## config.mk

```make
export PLATFORM = sky130hd
export DESIGN_NAME = irq_aggregator
export DESIGN_NICKNAME = d
export VERILOG_FILES = /design/src/rtl/irq_agg_pkg.sv /design/src/rtl/irq_cmd_reg.sv /design/src/rtl/irq_status_bank.sv /design/src/rtl/irq_out_stage.sv /design/src/rtl/irq_aggregator.sv
export SDC_FILE = /design/constraint.sdc
export NUM_CORES = 1
export LEC_CHECK = 0
export ABC_AREA = 1
export BUFFER_PORTS_ARGS = -buffer_cell sky130_fd_sc_hd__buf_2
export CAP_MARGIN = 20
export CORE_AREA = 2 2 39 41
export CTS_CLUSTER_SIZE = 8
export DETAILED_ROUTE_END_ITERATION = 10
export DIE_AREA = 0 0 41 43
export GPL_TIMING_DRIVEN = 0
export PLACE_DENSITY = 0.72
export SLEW_MARGIN = 5
export SYNTH_ARGS = -nofsm -noshare
export SYNTH_HDL_FRONTEND = slang
export SYNTH_HIERARCHICAL = 1
export SYNTH_SLANG_ARGS = --single-unit
```

## constraint.sdc

```tcl
create_clock -name clk -period 2.4 [get_ports clk]
set_input_delay 0.24 -clock clk [delete_from_list [all_inputs] [get_ports clk]]
set_output_delay 0.24 -clock clk [all_outputs]
set_load 0.02 [all_outputs]
```

## src/rtl/irq_agg_pkg.sv

```systemverilog
package irq_agg_pkg;

    // Command word layout
    localparam int CMD_MASK_BIT = 0;
    localparam int CMD_SWI_BIT  = 1;

    typedef enum logic {
        REG_CMD    = 1'b0,
        REG_STATUS = 1'b1
    } reg_sel_e;

    typedef struct packed {
        logic swi_req;   // bit 1
        logic mask;      // bit 0
    } cmd_fields_t;

    function automatic cmd_fields_t unpack_cmd(input logic [1:0] bits);
        cmd_fields_t f;
        f.swi_req = bits[CMD_SWI_BIT];
        f.mask    = bits[CMD_MASK_BIT];
        return f;
    endfunction

endpackage

```

## src/rtl/irq_cmd_reg.sv

```systemverilog
module irq_cmd_reg
    import irq_agg_pkg::*;
(
    input  logic        clk,
    input  logic        rst,
    input  logic        wr_cmd,
    input  logic [1:0]  cmd_bits,
    output logic        mask_q,
    output logic        mask_next,
    output logic        swi_set
);
    cmd_fields_t fields;

    always_comb begin
        fields    = unpack_cmd(cmd_bits);
        mask_next = wr_cmd ? fields.mask : mask_q;
        swi_set   = wr_cmd & fields.swi_req;
    end

    always_ff @(posedge clk) begin
        if (rst) mask_q <= 1'b0;
        else     mask_q <= mask_next;
    end
endmodule

```

## src/rtl/irq_status_bank.sv

```systemverilog
module irq_status_bank #(
    parameter int WIDTH = 7
) (
    input  logic             clk,
    input  logic             rst,
    input  logic [WIDTH-1:0] set_vec,
    input  logic [WIDTH-1:0] clr_vec,
    output logic [WIDTH-1:0] stat_q,
    output logic [WIDTH-1:0] stat_next
);
    for (genvar i = 0; i < WIDTH; i++) begin : g_cell
        // set dominates clear in the same cycle
        assign stat_next[i] = set_vec[i] | (stat_q[i] & ~clr_vec[i]);

        always_ff @(posedge clk) begin
            if (rst) stat_q[i] <= 1'b0;
            else     stat_q[i] <= stat_next[i];
        end
    end
endmodule

```

## src/rtl/irq_out_stage.sv

```systemverilog
module irq_out_stage #(
    parameter int WIDTH = 7
) (
    input  logic             clk,
    input  logic             rst,
    input  logic [WIDTH-1:0] stat_next,
    input  logic             mask_next,
    output logic             irq
);
    logic any_pending;

    assign any_pending = |stat_next;

    always_ff @(posedge clk) begin
        if (rst) irq <= 1'b0;
        else     irq <= any_pending & ~mask_next;
    end
endmodule

```

## src/rtl/irq_aggregator.sv

```systemverilog
module irq_aggregator
    import irq_agg_pkg::*;
#(
    parameter int NUM_SRC = 6
) (
    input  logic                 clk,
    input  logic                 rst,
    input  logic [NUM_SRC-1:0]   ev_pulse,
    input  logic                 reg_wr,
    input  logic                 reg_addr,
    input  logic [NUM_SRC:0]     reg_wdata,
    output logic [NUM_SRC:0]     reg_rdata,
    output logic                 irq
);
    localparam int STAT_W  = NUM_SRC + 1;
    localparam int SWI_POS = NUM_SRC;

    reg_sel_e            sel;
    logic                wr_cmd;
    logic                wr_stat;
    logic                mask_q;
    logic                mask_next;
    logic                swi_set;
    logic [STAT_W-1:0]   set_vec;
    logic [STAT_W-1:0]   clr_vec;
    logic [STAT_W-1:0]   stat_q;
    logic [STAT_W-1:0]   stat_next;

    assign sel     = reg_sel_e'(reg_addr);
    assign wr_cmd  = reg_wr && (sel == REG_CMD);
    assign wr_stat = reg_wr && (sel == REG_STATUS);

    irq_cmd_reg u_cmd (
        .clk       (clk),
        .rst       (rst),
        .wr_cmd    (wr_cmd),
        .cmd_bits  (reg_wdata[1:0]),
        .mask_q    (mask_q),
        .mask_next (mask_next),
        .swi_set   (swi_set)
    );

    always_comb begin
        set_vec              = '0;
        set_vec[NUM_SRC-1:0] = ev_pulse;
        set_vec[SWI_POS]     = swi_set;
        clr_vec              = wr_stat ? reg_wdata : '0;
    end

    irq_status_bank #(.WIDTH(STAT_W)) u_bank (
        .clk       (clk),
        .rst       (rst),
        .set_vec   (set_vec),
        .clr_vec   (clr_vec),
        .stat_q    (stat_q),
        .stat_next (stat_next)
    );

    irq_out_stage #(.WIDTH(STAT_W)) u_out (
        .clk       (clk),
        .rst       (rst),
        .stat_next (stat_next),
        .mask_next (mask_next),
        .irq       (irq)
    );

    always_comb begin
        reg_rdata = '0;
        if (sel == REG_STATUS) reg_rdata = stat_q;
        else                   reg_rdata[CMD_MASK_BIT] = mask_q;
    end
endmodule

```

==> results of run 1 <==
state kept, by name (all words and copies together), names as in the netlist:
name	cells
u_out/irq	1
u_bank/stat_q	7
u_cmd/mask_q	1
power by group:
part	internal [uW]	switching, uW	total [uW]
Clock	64.1	52.9	117
Combinational	34.0	47.4	81.4
Sequential	160	5.97	166
Total	258	106	365
layout make-up:
| type | instances | area share (%) |
|---|---|---|
| Timing Repair Buffer | 23 | 15.92 |
| Sequential cell | 9 | 24.91 |
| Inverter | 35 | 18.17 |
| Tap cell | 16 | 2.768 |
| Buffer | 1 | 1.557 |
| Multi-Input combinational cell | 52 | 33.04 |
| Clock buffer | 4 | 3.633 |
metal layers:
metal  global-route usage, %  part of all wire, %  up-vias
met5                       0                    0        -
met4                   12.00                 0.82        0
met3                   4.712                  6.3        2
met2                   23.13                   49       14
met1                   16.78                   44      239
li1                        -                    -      318
layout by cell type, fill, tap and decap left out:
master | netlist | routed
a21oi_1 | 7 | 7
buf_2 | 0 | 23
buf_6 | 1 | 1
clkbuf_1 | 0 | 1
clkbuf_4 | 0 | 3
clkinv_1 | 7 | 7
dfxtp_1 | 9 | 9
inv_1 | 28 | 28
nand2_1 | 20 | 20
nand2_2 | 9 | 9
nand2_4 | 1 | 1
nor2_1 | 13 | 13
nor2_2 | 1 | 1
or2_0 | 1 | 1
cells by family after synthesis:
family,Yosys count
AO/OA/AOI/OAI,7
buffers and inverters,36
flip-flops,9
AND/OR/NAND/NOR,45
per-stage QoR:
step                      hold slack (ps)  worst slack, ps  util (%)
after floorplan                     306.9             1361         -
after global placement              463.7             1258     50.36
after detailed placement            470.9             1208     50.36
after CTS                           227.1             1278     52.26
after global routing                246.0             1218     52.26
final                               234.7             1294     52.26
critical path: cells and delay by family (launching register included):
kind	cells	cell delay, ps
DFF	1	340
buffers and inverters	1	150
and+or+nand+nor	2	120
worst min path at each step:
| stage | endpoint | cells after the start |
|---|---|---|
| 3_5_place_dp | u_bank/stat_q[1]$_SDFF_PP0_ | 2 |
| 6_report | u_bank/stat_q[0]$_SDFF_PP0_ | 3 |
| 2_1_floorplan | u_cmd/mask_q$_SDFF_PP0_ | 1 |
| 3_3_place_gp | u_bank/stat_q[6]$_SDFF_PP0_ | 2 |
| 4_1_cts | u_bank/stat_q[1]$_SDFF_PP0_ | 3 |
| 5_1_grt | u_bank/stat_q[1]$_SDFF_PP0_ | 3 |
==> impl_metrics.tcl, run 1 <==
set metrics [dict create \
    multiInputGateArea_um2 239.0 \
    synth_area_per_cell_um2 5.792 \
    synth_xor_area_share_pct 0 \
    crit_path_top_delay_cell "dfxtp_1" \
    grtUsageTotal_pct 15.37 \
    relSlewSlack_pct 88.16 \
    netlist_top_cells_count "inv_1 (28), nand2_1 (20), nor2_1 (13)" \
    finalHoldViolCount 0 \
    synth.distinct_cells 11 \
    initial_utilization_pct 40.60 \
    r2r_end "u_out/irq$_SDFF_PP0_" \
    start_kind "flip-flop" \
    netlist.area_leader.share_pct 32.07 \
    cts_root_buf "clkbuf_4" \
    hp-start "ev_pulse[0]" \
    setup_viol_count_final 0 \
    place_area_um2 696.9 \
    synthMostInstantiatedCell "inv_1" \
    cts_setup_buffers 0 \
    required_ps 2160 \
    overflow 0 \
    post_cts_resized 0 \
    synth_compound_area_share_pct 6.236 \
    reg2regPathDepth 6 \
    cts_buffer_depth 2 \
    async_flop_share_pct 0 \
    fin_skew_ps 4.224 \
    synthMuxAreaShare_pct 0 \
    final.period_utilization_pct 46.08 \
    synth_edf_count 0 \
    place_congestion 0.7421 \
    crit_top_cell "nand2_1" \
    fill_cells 165 \
    fin_cells 140 \
    holdBufCountCts 0 \
    drv_slew 0 \
    synth_area_um2 561.8 \
    rsz0062_at_grt "false" \
    startpoint "u_bank/stat_q[0]$_SDFF_PP0_" \
    seq_area_um2 180.2 \
    vias 573 \
    crit_path_end_kind "output pin" \
    drc 0 \
    period_minus_slack_ps 1106 \
    dieArea_um2 1763 \
    worstPathCellList "nand2_1 -> nand2_1 -> buf_2" \
    synth_top_family_by_area "simple AND/OR/NAND/NOR gates" \
    syn_inst 97 \
    synth_flop_cell "dfxtp_1" \
    crit_end "reg_rdata[0]" \
    status "completed" \
    finalPower_uw 364.5 \
    postRouteAntennaNets 0 \
    ff2ff_setup_slack_ps 1520 \
    yosys-top-cells-area "dfxtp_1 (32%), inv_1 (19%), nand2_1 (13%), nand2_2 (10%), nor2_1 (8.7%)" \
    cts.clk_slew.worst_paths_ps 60 \
    ys.warnings.count 6 \
    grt_pass1_wl_um 1766 \
    finalNetCount 142 \
    setup_tns_ps 0 \
    routed_wl_um 1092 \
    die_w_um 41 \
    r2r-start "u_cmd/mask_q$_SDFF_PP0_" \
    worst_path_largest_cell_delay_ps 340 \
    syn_nets 114 \
    synth.largest_area_cell "dfxtp_1" \
    synth_seq_cells 9 \
    ys_seq_area_share_pct 32.07 \
    grt_max_degree 11 \
    cts.sinks 9 \
    grt_pass1_vias 482 \
    p_leak_uw 0.0004834 \
    synth_simple_gate_area_share_pct 36.30 \
    crit_type "reg2out" \
    drive_above_1_share_pct 30.65 \
    antenna_found_initial 0 \
    port-buffer-count 23 \
    drv_cap 0 \
    cts_tree "yes" \
    fin_area_um2 723.2 \
    die_y_um 43 \
    tightest_slew_ps 176.9 \
    htreeDepth 1 \
    core_um2 1384 \
    wl_per_cell_um 7.800 \
    via_per_inst 4.093 \
    area_delta_synth_final_pct 28.73 \
    p_per_area_nw_per_um2 504.0 \
    n_antenna_cell 0 \
    cts_buffers 3 \
    max_freq_ghz 0.9042 \
    num_rows 14 \
    cp_max_fo 2 \
    placed_cells 136 \
    place_hpwl_um 874.8 \
    dr.pass1.iters 1 \
    worstSkewPairLatency_ps 260 \
    hold_class "in2reg" \
    io-pin-count 25 \
    ir_drop_v 0.0002587 \
    synth_adder_area_share_pct 0 \
    drtIter0Drc 0 \
    cp.arrival_ps 870 \
]
Note: power is estimated with default switching activity, not from simulation.
==> run 2, diff against run 1 <==
--- a/config.mk
+++ b/config.mk
@@ -5,7 +5,7 @@
 export SDC_FILE = /design/constraint.sdc
 export NUM_CORES = 1
 export LEC_CHECK = 0
-export ABC_AREA = 1
+export ABC_AREA = 0
 export BUFFER_PORTS_ARGS = -buffer_cell sky130_fd_sc_hd__buf_2
 export CAP_MARGIN = 20
 export CORE_AREA = 2 2 39 41
@@ -13,7 +13,7 @@
 export DETAILED_ROUTE_END_ITERATION = 10
 export DIE_AREA = 0 0 41 43
 export GPL_TIMING_DRIVEN = 0
-export PLACE_DENSITY = 0.72
+export PLACE_DENSITY = 0.71
 export SLEW_MARGIN = 5
 export SYNTH_ARGS = -nofsm -noshare
 export SYNTH_HDL_FRONTEND = slang
==> constraint.sdc (replaced) <==
create_clock -name clk -period 1.15 [get_ports clk]
set_input_delay 0.115 -clock clk [delete_from_list [all_inputs] [get_ports clk]]
set_output_delay 0.115 -clock clk [all_outputs]
set_load 0.02 [all_outputs]
==> impl_metrics.tcl, run 2 <==
set metrics [dict create \
    place_hpwl_um 809.8 \
    fin_skew_ps 2.763 \
    holdWs_ps 107.7 \
    largest_register_ffs 7 \
    die_y_um 43 \
    busiest_layer "met1" \
    dr.pass1.iters 4 \
    place_congestion 0.6794 \
    drive_above_1_share_pct 57.47 \
    hold_class "in2reg" \
    async_flop_share_pct 0 \
    ir_drop_v 0.0005626 \
    rsz0062_at_grt "false" \
    n_antenna_cell 0 \
    via_per_inst 4.573 \
    num_rows 14 \
    path_depth 2 \
    start_kind "flip-flop" \
    synth_area_per_cell_um2 9.310 \
    io-pin-count 25 \
    yosys-top-cells-area "dfxtp_1 (33%), nand2b_4 (18%), and2_2 (9.6%), a21oi_1 (6.4%), inv_1 (4.8%)" \
    cts_root_buf "clkbuf_4" \
    vias 471 \
    syn_nets 76 \
    max_freq_ghz 0.8967 \
    overflow 0 \
    core_um2 1384 \
    post-place-ws_ps -85.66 \
    port-buffer-count 24 \
    p_per_area_nw_per_um2 1067 \
    setup_viol_count_final 0 \
    critPathTopFamily "flip-flops" \
    worst_path_largest_cell_delay_ps 330 \
    p_leak_uw 0.0003860 \
    synth_seq_cells 9 \
    use_met3_pct 3.141 \
    crit_path_end_kind "output pin" \
    reg.largest.list "u_bank/stat_q: 7 flops, u_cmd/mask_q: 1 flops, u_out/irq: 1 flops" \
    cp.arrival_ps 1000 \
    synth_area_um2 549.3 \
    required_ps 1030 \
    finalHoldViolCount 0 \
    htreeDepth 1 \
    crit_path_top_delay_cell "dfxtp_1" \
    cts_buffer_depth 2 \
    synth_edf_count 0 \
    grt_pass1_vias 396 \
    postRouteAntennaNets 0 \
    r2r-start "u_bank/stat_q[4]$_SDFF_PP0_" \
    worstSkewPairLatency_ps 260 \
    cts_setup_buffers 0 \
    mostFrequentLayoutCells "buf_2 (24), dfxtp_1 (9)" \
    die_w_um 41 \
    use_met1_pct 17.97 \
    syn_inst 59 \
    status "completed" \
    reg2regPathDepth 4 \
    grt_max_degree 11 \
    synth_flop_cell "dfxtp_1" \
    ys.warnings.count 6 \
    hold_end "u_bank/stat_q[3]$_SDFF_PP0_" \
    grt_pass1_wl_um 1552 \
    synth.largest_area_cell "dfxtp_1" \
    cts_tree "yes" \
    routed_wl_um 1016 \
    crit_type "reg2out" \
    crit_buf_inv 1 \
    drv_slew 0 \
    worstPathCellList "mux2_2 -> buf_2" \
    ys_seq_area_share_pct 32.80 \
    dieArea_um2 1763 \
    relSlewSlack_pct 84.54 \
    fin_util_pct 51.72 \
    antenna_found_initial 0 \
    finalWorstSetupSlack_ps 34.80 \
    cts.clk_slew.worst_paths_ps 60 \
    area_delta_synth_final_pct 30.30 \
    post_cts_resized 0 \
    synth.distinct_cells 16 \
    finalNetCount 105 \
    grtUsageTotal_pct 13.12 \
    ff2ff_setup_slack_ps 210 \
    r2r_end "u_out/irq$_SDFF_PP0_" \
    synthMostInstantiatedCell "dfxtp_1" \
    cts.sinks 9 \
    drv_cap 0 \
    drtIter0Drc 2 \
    period_minus_slack_ps 1115 \
    drc 0 \
    holdPathStages 3 \
    cp_max_fo 2 \
    grt_util_met2_pct 17.81 \
    netlist.area_leader.share_pct 32.80 \
    initial_utilization_pct 39.69 \
    max_flop_register "u_bank/stat_q" \
    cts_buffers 3 \
    wl_per_cell_um 9.864 \
    tightest_slew_ps 230.1 \
    holdBufCountCts 0 \
    final_common_cell "buf_2" \
    hp-start "ev_pulse[3]" \
    final.period_utilization_pct 96.97 \
    setup_tns_ps 0 \
]
[run 2: cell types whose count changed after synthesis, moves of 3 or more]
cell | previous run | this run
clkinv_1 | 7 | 0
inv_1 | 28 | 7
nand2_1 | 20 | 7
nand2_2 | 9 | 0
nor2_1 | 13 | 0
and2_2 | 0 | 7
and3_2 | 0 | 3
nand2b_4 | 0 | 7
and3_1 | 0 | 4
[run 2: kinds of logic after synthesis]
| family | count (synthesis) | synth area share (%) |
|---|---|---|
| AO/OA/AOI/OAI | 8 | 7.745 |
| buffers and inverters | 8 | 6.834 |
| flip-flops | 9 | 32.80 |
| multiplexers | 2 | 4.783 |
| AND/OR/NAND/NOR | 32 | 47.83 |
[run 2: layout make-up]
cell class	count	area, um^2
clock buffers	4	26.28
multi-input cells	42	331.6
fillers	150	668.1
plain buffers	1	11.26
well taps	16	20.02
inverters	7	26.28
flip-flops and latches	9	180.2
repair buffers	24	120.1
[run 2: power breakdown]
| part | total [uW] | internal, uW | leakage, uW | switching (uW) |
|---|---|---|---|---|
| Clock | 243 | 134 | 0.0000150 | 109 |
| Sequential | 351 | 334 | 0.0000751 | 17.4 |
| Combinational | 170 | 91.0 | 0.000296 | 78.7 |
[run 2: worst max path at each step]
stage          slack [ps]                         from              endpoint
2_1_floorplan         120                     reg_addr  u_out/irq$_SDFF_PP0_
3_3_place_gp          -90                     reg_addr  u_out/irq$_SDFF_PP0_
3_5_place_dp          -90                     reg_addr  u_out/irq$_SDFF_PP0_
4_1_cts                20  u_bank/stat_q[0]$_SDFF_PP0_          reg_rdata[0]
5_1_grt                 7  u_bank/stat_q[0]$_SDFF_PP0_          reg_rdata[0]
6_report               30  u_bank/stat_q[0]$_SDFF_PP0_          reg_rdata[0]
[run 2: layer usage]
layer / wire length (um) / vias to the layer above
met4: 5 / 0
li1: - / 249
met1: 495 / 201
met3: 82 / 2
met2: 433 / 19
met5: 0 / -
[run 2: worst min-delay path, stage by stage]
cell	delay, ps
buf_2	70
inv_1	40
a21oi_1	100
[run 2: per-stage QoR]
step / area, um^2 / total power, uW / instances
final: 715.7 / 763.4 / 103
after detailed placement: 689.4 / 529.5 / 99
after global routing: 715.7 / 802.5 / 103
after global placement: 689.4 / 526.1 / 99
after floorplan: 549.3 / 467.9 / 59
after CTS: 715.7 / 777.9 / 103
